==> src/rtl/acq_seq_pkg.sv <==
package acq_seq_pkg;
  typedef enum logic [2:0] {
    ST_IDLE  = 3'd0,
    ST_PRE   = 3'd1,
    ST_ARMED = 3'd2,
    ST_POST  = 3'd3,
    ST_DONE  = 3'd4
  } acq_state_t;
endpackage

==> src/rtl/acq_rate_div.sv <==
module acq_rate_div #(
  parameter int DIV_W = 8
) (
  input  logic             clk,
  input  logic             rst,
  input  logic             run,
  input  logic [DIV_W-1:0] ratio,
  output logic             tick
);
  logic [DIV_W-1:0] phase;

  always_ff @(posedge clk) begin
    if (rst || !run)        phase <= '0;
    else if (phase == ratio) phase <= '0;
    else                    phase <= phase + 1'b1;
  end

  assign tick = run && (phase == ratio);

  AST_TICK_SPACING: assert property (@(posedge clk) disable iff (rst)
    (tick && ratio != '0 && run) |=> !tick);
endmodule

==> src/rtl/acq_span_cnt.sv <==
module acq_span_cnt #(
  parameter int CNT_W = 12
) (
  input  logic             clk,
  input  logic             rst,
  input  logic             load,
  input  logic [CNT_W-1:0] limit,
  input  logic             step,
  output logic             fin
);
  logic [CNT_W-1:0] remain;

  always_ff @(posedge clk) begin
    if (rst)                          remain <= '0;
    else if (load)                    remain <= limit;
    else if (step && remain != '0)    remain <= remain - 1'b1;
  end

  assign fin = step && (remain == {{(CNT_W-1){1'b0}}, 1'b1});

  AST_SPAN_NO_WRAP: assert property (@(posedge clk) disable iff (rst)
    (!load && remain == '0) |=> remain == '0);
endmodule

==> src/rtl/acq_seq_fsm.sv <==
module acq_seq_fsm
  import acq_seq_pkg::*;
(
  input  logic       clk,
  input  logic       rst,
  input  logic       start,
  input  logic       abort,
  input  logic       done_clr,
  input  logic       trig,
  input  logic       pre_zero,
  input  logic       post_zero,
  input  logic       pre_fin,
  input  logic       post_fin,
  output acq_state_t state,
  output logic       pre_load,
  output logic       post_load,
  output logic       running,
  output logic       arm_q,
  output logic       done_q
);
  acq_state_t nxt;

  always_comb begin
    nxt = state;
    if (abort) begin
      nxt = ST_IDLE;
    end else begin
      case (state)
        ST_IDLE:  if (start)    nxt = pre_zero  ? ST_ARMED : ST_PRE;
        ST_PRE:   if (pre_fin)  nxt = ST_ARMED;
        ST_ARMED: if (trig)     nxt = post_zero ? ST_DONE  : ST_POST;
        ST_POST:  if (post_fin) nxt = ST_DONE;
        ST_DONE:  if (done_clr) nxt = ST_IDLE;
        default:                nxt = ST_IDLE;
      endcase
    end
  end

  always_ff @(posedge clk) begin
    if (rst) begin
      state  <= ST_IDLE;
      arm_q  <= 1'b0;
      done_q <= 1'b0;
    end else begin
      state  <= nxt;
      arm_q  <= (nxt == ST_ARMED);
      done_q <= (nxt == ST_DONE);
    end
  end

  assign pre_load  = (state == ST_IDLE) && start;
  assign post_load = (state == ST_ARMED) && trig && !abort;
  assign running   = (state == ST_PRE) || (state == ST_ARMED) || (state == ST_POST);

  AST_PRE_NO_POST: assert property (@(posedge clk) disable iff (rst)
    (state == ST_PRE) |=> (state != ST_POST));
  AST_DONE_HOLDS: assert property (@(posedge clk) disable iff (rst)
    (done_q && !done_clr && !abort) |=> done_q);
endmodule

==> src/rtl/acq_timebase.sv <==
module acq_timebase
  import acq_seq_pkg::*;
#(
  parameter int DIV_W = 8,
  parameter int CNT_W = 12
) (
  input  logic             clk,
  input  logic             rst,
  input  logic             cfg_we,
  input  logic [DIV_W-1:0] cfg_div,
  input  logic [CNT_W-1:0] cfg_pre,
  input  logic [CNT_W-1:0] cfg_post,
  input  logic             start,
  input  logic             abort,
  input  logic             done_clr,
  input  logic             trig,
  output logic             arm,
  output logic             sample_en,
  output logic             done
);
  acq_state_t       state;
  logic [DIV_W-1:0] div_r;
  logic [CNT_W-1:0] pre_r, post_r, pre_lim;
  logic             idle, cfg_take, running, tick;
  logic             pre_load, post_load, pre_fin, post_fin;

  assign idle     = (state == ST_IDLE);
  assign cfg_take = cfg_we && idle;
  assign pre_lim  = cfg_take ? cfg_pre : pre_r;

  always_ff @(posedge clk) begin
    if (rst) begin
      div_r  <= '0;
      pre_r  <= '0;
      post_r <= '0;
    end else if (cfg_take) begin
      div_r  <= cfg_div;
      pre_r  <= cfg_pre;
      post_r <= cfg_post;
    end
  end

  acq_rate_div #(.DIV_W(DIV_W)) u_div (
    .clk(clk), .rst(rst), .run(running), .ratio(div_r), .tick(tick)
  );

  acq_span_cnt #(.CNT_W(CNT_W)) u_pre (
    .clk(clk), .rst(rst), .load(pre_load), .limit(pre_lim),
    .step(tick && state == ST_PRE), .fin(pre_fin)
  );

  acq_span_cnt #(.CNT_W(CNT_W)) u_post (
    .clk(clk), .rst(rst), .load(post_load), .limit(post_r),
    .step(tick && state == ST_POST), .fin(post_fin)
  );

  acq_seq_fsm u_fsm (
    .clk(clk), .rst(rst), .start(start), .abort(abort), .done_clr(done_clr),
    .trig(trig), .pre_zero(pre_lim == '0), .post_zero(post_r == '0),
    .pre_fin(pre_fin), .post_fin(post_fin), .state(state),
    .pre_load(pre_load), .post_load(post_load), .running(running),
    .arm_q(arm), .done_q(done)
  );

  assign sample_en = tick;

  AST_CFG_FROZEN: assert property (@(posedge clk) disable iff (rst)
    !idle |=> ($stable(div_r) && $stable(pre_r) && $stable(post_r)));
  AST_SEN_QUIET: assert property (@(posedge clk) disable iff (rst)
    done |-> !sample_en);
  AST_ARM_DONE_EXCL: assert property (@(posedge clk) disable iff (rst)
    !(arm && done));
  AST_ABORT_CLEARS: assert property (@(posedge clk) disable iff (rst)
    abort |=> (!arm && !done && !sample_en));
endmodule

==> config.mk <==
export PLATFORM = sky130hd
export DESIGN_NAME = acq_timebase
export DESIGN_NICKNAME = d
export VERILOG_FILES = /design/src/rtl/acq_seq_pkg.sv /design/src/rtl/acq_rate_div.sv /design/src/rtl/acq_span_cnt.sv /design/src/rtl/acq_seq_fsm.sv /design/src/rtl/acq_timebase.sv
export SDC_FILE = /design/constraint.sdc
export NUM_CORES = 1
export LEC_CHECK = 0
export CORE_MARGIN = 3
export CORE_UTILIZATION = 54
export DETAILED_ROUTE_END_ITERATION = 6
export DONT_BUFFER_PORTS = 1
export HOLD_SLACK_MARGIN = 0.15
export PLACE_DENSITY_LB_ADDON = 0.12
export SETUP_SLACK_MARGIN = 0.1
export SLEW_MARGIN = 20
export SYNTH_ARGS = -nofsm -noshare
export SYNTH_HDL_FRONTEND = slang
export SYNTH_SLANG_ARGS = --single-unit
==> constraint.sdc <==
create_clock -name clk -period 2.35 [get_ports clk]
set_clock_uncertainty 0.2 [all_clocks]
set_input_delay 0.47 -clock clk [delete_from_list [all_inputs] [get_ports clk]]
set_output_delay 0.47 -clock clk [all_outputs]
set_load 0.05 [all_outputs]
# Word-level counts from Yosys, hierarchy flattened
# Index checks and enable logic that the tools add are counted.
dict set report totals {
  regBits 69
  latch_bits 0
  mem_bits_rw 0
  rom_bits 0
  wordCells 59
  n_memories 0
}
dict set report op_classes {
  addsub 3
  n_mul 0
  n_div 0
  n_lt_le_gt_ge 0
  n_eq_ne 9
  shifts 0
  mux 14
  bitwise_logic 0
  reduce_logical 24
}
# operator n
set op_table {}
lappend op_table {{2-to-1 mux 12 bit} 5}
lappend op_table {{equality test 12 x 1 -> 1 bit, second input constant} 2}
lappend op_table {{logical NOT 12 bit} 2}
lappend op_table {{nonzero test 12 bit} 2}
lappend op_table {{subtractor 12 x 1 -> 12 bit, second input constant} 2}
lappend op_table {{2-to-1 mux 3 bit} 7}
lappend op_table {{one-hot mux 3 bit (5 select lines)} 1}
lappend op_table {{logical AND 1 bit} 11}
lappend op_table {{equality test 3 x 2 -> 1 bit, second input constant} 3}
lappend op_table {{adder 8 x 1 -> 8 bit, second input constant} 1}
lappend op_table {{equality test 8 bit} 1}
lappend op_table {{equality test 3 bit, second input constant} 2}
lappend op_table {{nonzero test 2 bit} 2}
lappend op_table {{equality test 3 x 1 -> 1 bit, second input constant} 1}
lappend op_table {{logical NOT 3 bit} 1}
lappend op_table {{logical OR 1 bit} 3}
lappend op_table {{logical NOT 1 bit} 2}
lappend op_table {{2-to-1 mux 2 bit} 1}
lappend op_table {{OR reduction 2 bit} 1}

# Depth between registers and ports, before layout
# Gate-level depths: netlist of run 1.
dict set report depth {
  depth_word 10
  ltp_mapped 8
  depth_no_buf 7
}

# By module
# From an unflattened synthesis of run 1, not the netlist that was laid out.
dict set report hier_totals {
  cells_unflattened 421
  hier_area_um2 3761.1
}
# module instances cells_per_inst area_per_inst_um2 seq_area_each_um2
set modules_own_cells {}
lappend modules_own_cells {acq_span_cnt 2 98 838.3 240.2}
lappend modules_own_cells {acq_timebase 1 143 1280.0 640.6}
lappend modules_own_cells {acq_rate_div 1 47 476.7 160.2}
lappend modules_own_cells {acq_seq_fsm 1 35 327.8 100.1}

# Worst setup path before layout of run 1
# No wires, ideal clock.
dict set report synth_path {
  path_kind {flip-flop to output port}
  start {register u_div.phase[2]}
  end {output port sample_en}
  t_arrival_ps 2275
  t_required_ps 1680
  slack_ps -595
  path_stages_with_launch 4
  n_path_buf 0
  path_cell_list {dfxtp_1 -> xnor2_1 -> nand4_1 -> nor4_1}
}
dict set report synth_between {
  elab_chain_cells 2
}
# element line
set synth_lines {}
lappend synth_lines {{start, declared} acq_rate_div.sv:10} ;# logic [DIV_W-1:0] phase;
lappend synth_lines {{start signal, assigned} acq_rate_div.sv:15} ;# else phase <= phase + 1'b1;
lappend synth_lines {{equality test 8 bit} acq_rate_div.sv:18} ;# assign tick = run && (phase == ratio);
lappend synth_lines {{logical AND 1 bit} acq_rate_div.sv:18}
lappend synth_lines {{end, declared} acq_timebase.sv:18} ;# output logic sample_en,
# Every way passes these cells.

# Worst setup path in the final report of run 1
dict set report layout_path {
  start {register div_r[5]}
  end {output port sample_en}
}
dict set report layout_between {
  elab_chain_cells 2
}
# element line
set layout_lines {}
lappend layout_lines {{start, declared} acq_timebase.sv:22} ;# logic [DIV_W-1:0] div_r;
lappend layout_lines {{start signal, assigned} acq_timebase.sv:37} ;# div_r <= cfg_div;
lappend layout_lines {{equality test 8 bit} acq_rate_div.sv:18}
lappend layout_lines {{logical AND 1 bit} acq_rate_div.sv:18}
# Every way passes these cells.

==> results of run 1 <==
-- per-stage QoR --
| stage | worst slack (ns) | util |
|---|---|---|
| floorplan | 0.236 | - |
| finish | 0.0689 | 0.685 |
| global route | 0.000611 | 0.685 |
| global placement | 0.176 | 0.574 |
| detailed placement | 0.164 | 0.574 |
| CTS | 0.0627 | 0.674 |
-- cell usage in the layout (no fill, tap or decap), drive strengths merged, types with 6 or more instances in the layout --
| cell | n |
|---|---|
| a21oi | 40 |
| buf | 14 |
| clkbuf | 11 |
| dfxtp | 69 |
| dlygate4sd3 | 31 |
| ha | 7 |
| inv | 9 |
| mux2i | 9 |
| nand2 | 72 |
| nand2b | 7 |
| nand3 | 13 |
| nand4 | 10 |
| nor2 | 40 |
| nor3 | 8 |
| nor4 | 14 |
| o211ai | 6 |
| xnor2 | 10 |
-- registers in the layout, summed over array words and instances, names as in the netlist --
register       cells
u_fsm.done_q       1
post_r            12
div_r              8
pre_r             12
u_post.remain     12
u_pre.remain      12
u_fsm.arm_q        1
u_fsm.state        3
u_div.phase        8
-- routing by layer --
| layer | part of all wire | vias to the layer above | routed length (um) |
|---|---|---|---|
| met4 | 0.017 | 0 | 145 |
| met5 | 0 | - | 0 |
| li1 | - | 1535 | - |
| met3 | 0.037 | 15 | 312 |
| met1 | 0.45 | 1433 | 3820 |
| met2 | 0.50 | 73 | 4270 |
-- how the worst max path moves through the flow --
stage	startpoint	slack [ns]	depth (start not counted)	to
after floorplan	u_div.phase[2]	0.24	3	sample_en
after global routing	u_div.phase[2]	0.0006	4	sample_en
after CTS	u_div.phase[5]	0.06	4	sample_en
final	div_r[5]	0.07	4	sample_en
after detailed placement	u_div.phase[2]	0.16	6	u_fsm.arm_q
after global placement	u_div.phase[4]	0.18	6	u_fsm.arm_q
-- kinds of logic (layout without fill, tap and decap cells) --
group	Yosys count	in the layout	share of synthesized area
compound gates	85	85	0.161
fa+ha+maj	7	7	0.0257
flops	69	69	0.405
xor+xnor	15	15	0.0385
mux	12	12	0.0400
simple gates	190	190	0.282
buf+inv	33	70	0.0473
-- cell type report --
class                   count  area, um^2
multi-input cells         309        1950
repair buffers             45         439
inverters                   9        33.8
well taps                  75        93.8
clock buffers              11         151
clock inverters             5        58.8
flip-flops and latches     69        1400
fillers                   493        1900
-- power breakdown --
group	switching, mW	total (mW)	internal (mW)
clock network	0.454	1.00	0.548
registers	0.0508	1.27	1.22
logic	0.214	0.386	0.172
-- worst reg2reg max path, stage by stage, from the launching register on --
cell and delay (ns):
dfxtp_1 0.34, nor4_2 0.34, nand4_1 0.17, and4_1 0.29
nand3_1 0.23, mux2_2 0.37, a21oi_1 0.14
-- what timing repair did --
| item | CTS | global route |
|---|---|---|
| pin swaps | 4 | 6 |
| cloned | 0 | 0 |
| resized for setup | 8 | 17 |
| hold buffers | 32 | 0 |
| setup endpoints to repair | 1 | 13 |
| buffers inserted | 3 | 1 |
| endpoints found under the hold margin | 59 | 0 |
==> flow_metrics.tcl, run 1 <==
set metrics [dict create \
    min_to "pre_r[8]" \
    area_growth_pct 21.0 \
    drtPass1Iterations 4 \
    drc 0 \
    routed_wirelength_mm 8.55 \
    async_reset_ff_frac 0 \
    clkSinkCount 69 \
    start_util 0.566 \
    max_clock_freq_mhz 438 \
    crit_path_cell_trace "xnor2_2, nand4_1, nor4_4, buf_6" \
    critPathLaunchType "flop" \
    placed_area_mm2 0.00346 \
    num_vias 3056 \
    min_path_type "input port to flop" \
    drtIter0Drc 205 \
    grt-busiest-layer "met2" \
    post-route-period-util 0.971 \
    synth_edf_count 0 \
    drive_above_1_share 0.143 \
    arrival_ns 1.61 \
    ys_top_cells_by_area "dfxtp_1, nand2_1, a21oi_1" \
    ctsHtreeMaxLevel 3 \
    yosys.cell_count.top_type "nand2_1" \
    nets 489 \
    rr_worst_depth 6 \
    gr-usage-met2 0.422 \
    slew_headroom 0.616 \
    yosys-top-cells-count "nand2_1, dfxtp_1, a21oi_1" \
    finalSetupViolCount 0 \
    grt_overflow_total 0 \
    max_stage_delay_ns 0.34 \
    cts_buffer_depth 2 \
    grt_pass1_wl_mm 14.3 \
    worstPathMaxFanout 2 \
    die_area_mm2 0.00730 \
    antennaDiodeCount 0 \
    leakage_nw 1.49 \
    met3_usage 0.0388 \
    worst_pin_slew_ns 0.574 \
    chipWidth_um 85.5 \
    core_area_mm2 0.00603 \
    ys_ff_latch 69 \
    die_h_um 85.5 \
    clkTransAtPathRegs_ns 0.07 \
    min-delay-start "cfg_pre[8]" \
    wl_per_cell_um 16.3 \
    rsz0062_at_grt "yes" \
    cts_made_buffers 9 \
    grt_use_total 0.246 \
    drv_cap 0 \
    ff2ff_setup_slack_ns 0.22 \
    met1_usage 0.309 \
    via_per_inst 5.84 \
    fin_area_mm2 0.00413 \
    cp.required_ns 1.68 \
    seq_area_frac_synth 0.405 \
    grt_max_degree 60 \
    ys_types 60 \
    num_io_pins 42 \
    ys_warn_count 0 \
    r2r-end "u_pre.remain[10]" \
    antenna_found_initial 0 \
    cts_root_buf "clkbuf_8" \
    timing.hold.ws_ns 0.162 \
    r2r-start "u_pre.remain[7]" \
    p_per_area_mw_per_mm2 645 \
    num_rows 28 \
    period_minus_slack_ns 2.28 \
    dp_hpwl_mm 5.76 \
    synth_area_mm2 0.00341 \
    final_max_slew_viol_count 0 \
    irDropWorstVdd_mv 0.561 \
    end_kind "output pin" \
    cts_tree "yes" \
    crit_family "simple AND/OR/NAND/NOR gates" \
    p_total_mw 2.66 \
    ant_nets 0 \
    io_buffers 0 \
    critical_path_class "flop to output pin" \
    instances_no_fill 523 \
    fin_tns_setup_ns 0 \
    syn_avg_cell_area_um2 8.30 \
    synth_top_cell_area_share 0.405 \
    yosysTopAreaCell "dfxtp_1" \
    synth_nets 457 \
    ys.flop_type "dfxtp_1" \
    grt_pass1_vias 3039 \
    crit_buf_inv 1 \
    clk_latency_ns 0.34 \
    syn_inst 411 \
    placed_cells 471 \
    hold_viol 0 \
    gp_congestion 0.887 \
    crit_slowest_cell "dfxtp_2" \
    status "finished clean" \
    hold_depth 2 \
]
Note: power is estimated with default switching activity, not from simulation.
==> run 2, diff against run 1 <==
CORE_MARGIN = 2   (was 3)
==> run 2 against run 1 <==
  * Via count rose by 2.5%
  * Die area fell by 4.6%
  * Worst setup slack got worse by 0.022 ns
  * Total power rose by 2.6%
  * First-iteration DRC count fell by 18%
  * Critical path type unchanged
  * Highest routed layer unchanged
  * Maximum frequency fell by 0.94%
  * Sequential cell count did not move
  * Wire length rose by 3.3%
  * Critical path depth did not move
  * Register-to-register slack got worse by 0.03 ns
  * Count of clock-buffer cells in the layout rose by 1
  * Non-clock buffer count rose by 8
==> flow_metrics.tcl, run 2 (synthesized netlist as in run 1, its figures left out) <==
set metrics [dict create \
    dp_hpwl_mm 5.68 \
    pwr-share-comb 0.150 \
    switchingPower_mw 0.721 \
    clkPwrFrac 0.383 \
    gp_congestion 0.862 \
    routed_wirelength_mm 8.82 \
    num_vias 3133 \
    ant_nets 0 \
    drive_above_1_share 0.151 \
    crit_path_start "div_r[7]" \
    die_h_um 83.5 \
    routed.top_layer "met4" \
    end_kind "output pin" \
    clkSinkCount 69 \
    io_buffers 0 \
    rsz0062_at_grt "yes" \
    cp.required_ns 1.68 \
    grt_use_total 0.251 \
    area_growth_pct 23.0 \
    wl_per_cell_um 16.6 \
    ff2ff_setup_slack_ns 0.19 \
    crit_slowest_cell "dfxtp_1" \
    p_sw_frac 0.264 \
    critical_path_class "flop to output pin" \
    placed_area_mm2 0.00347 \
    crit_path_cell_trace "xnor2_1, nand4_1, nor4_4, buf_6" \
    grt_pass1_wl_mm 14.2 \
    worst_pin_slew_ns 0.577 \
    leakage_nw 1.53 \
    irDropWorstVdd_mv 0.564 \
    antennaDiodeCount 0 \
    critPathLaunchType "flop" \
    arrival_ns 1.63 \
    max_stage_delay_ns 0.33 \
    antenna_found_initial 0 \
    final_common_cell "nand2_1" \
    status "finished clean" \
    final_max_slew_viol_count 0 \
    via_per_inst 5.90 \
    timing.hold.ws_ns 0.162 \
    chipWidth_um 83.5 \
    period_minus_slack_ns 2.30 \
    slew_headroom 0.614 \
    num_rows 28 \
    nets 497 \
    routed-wl-met3_um 365 \
    fin_tns_setup_ns 0 \
    core_area_mm2 0.00603 \
    p_total_mw 2.73 \
    min_path_type "input port to flop" \
    pwr-share-seq 0.467 \
    fin_area_mm2 0.00420 \
    route.met2.wl_mm 4.45 \
    drv_cap 0 \
    grt_pass1_vias 3132 \
    min-delay-start "cfg_pre[4]" \
    fillers 479 \
    grt_max_degree 59 \
    wl_met1_mm 3.79 \
    drtIter0Drc 169 \
    cts_made_buffers 9 \
    cts_buffer_depth 2 \
    die_area_mm2 0.00697 \
    start_util 0.566 \
    cts_root_buf "clkbuf_8" \
    hold_viol 0 \
    final_cell_mix "nand2_1, dfxtp_1, a21oi_1, nor2_1, dlygate4sd3_1" \
    post-route-period-util 0.980 \
    clkTransAtPathRegs_ns 0.08 \
    p_int_mw 2.01 \
    worstPathMaxFanout 3 \
    ctsHtreeMaxLevel 3 \
    r2r-start "div_r[7]" \
    finalSetupViolCount 0 \
    grt_overflow_total 0 \
    clk_latency_ns 0.34 \
    max_clock_freq_mhz 434 \
    p_per_area_mw_per_mm2 651 \
    num_io_pins 42 \
    cts_tree "yes" \
    drtPass1Iterations 5 \
    drc 0 \
]
run 2: changes by cell type in the layout (fill, tap and decap cells not counted), sizes merged:
cell / before / now
clkinv: 2 / 1
buf: 14 / 20
clkbuf: 11 / 12
bufinv: 1 / 2
dlygate4sd3: 31 / 33
clkinvlp: 2 / 1
run 2: critical path, delay by kind of cell (launching register included):
| family | cells | cell delay, ns |
|---|---|---|
| AND/OR/NAND/NOR | 2 | 0.54 |
| flip-flops | 1 | 0.33 |
| XOR/XNOR | 1 | 0.23 |
| buffers and inverters | 1 | 0.20 |
run 2: layout make-up:
cell class                 instances  area (um^2)  area share
multi-input combinational        309         1960       0.466
clock buffer                      12          135      0.0322
sequential                        69         1400       0.333
clock inverter                     4         72.6      0.0173
timing repair buffer              53          504       0.120
tap                               75         93.8      0.0224
inverter                           9         33.8     0.00805
run 2: power by group through the flow:
stage               clock network (mW)  logic, mW  registers, mW
floorplan                            0      0.261           1.28
global placement                     0      0.299           1.30
detailed placement                   0      0.305           1.30
CTS                               1.05      0.377           1.27
global route                      1.10      0.450           1.28
finish                            1.05      0.408           1.28
run 2: per-layer routing:
| layer | vias to the layer above | track usage |
|---|---|---|
| li1 | 1545 | - |
| met1 | 1484 | 0.308 |
| met2 | 83 | 0.431 |
| met3 | 21 | 0.0415 |
| met4 | 0 | 0.111 |
| met5 | - | 0 |
run 2: what timing repair did:
item / in CTS / in global routing
hold buffers: 34 / 0
pin swaps: 3 / 7
resized for setup: 2 / 24
setup endpoints to repair: 4 / 15
endpoints found under the hold margin: 57 / 0
setup buffers: 1 / 7
run 2: final timing paths:
kind,to,cells after the start
worst max register to register,u_post.remain[10],7
worst min-delay path,pre_r[4],2
worst min register to register,u_div.phase[0],1
worst max-delay path,sample_en,4
run 2: stage by stage:
stage	worst slack, ns	cells	utilization
after floorplan	0.236	411	-
after detailed placement	0.0101	473	0.576
final	0.0471	531	0.696
after global routing	-0.0128	531	0.696
after CTS	0.0226	524	0.673
after global placement	0.0655	473	0.576
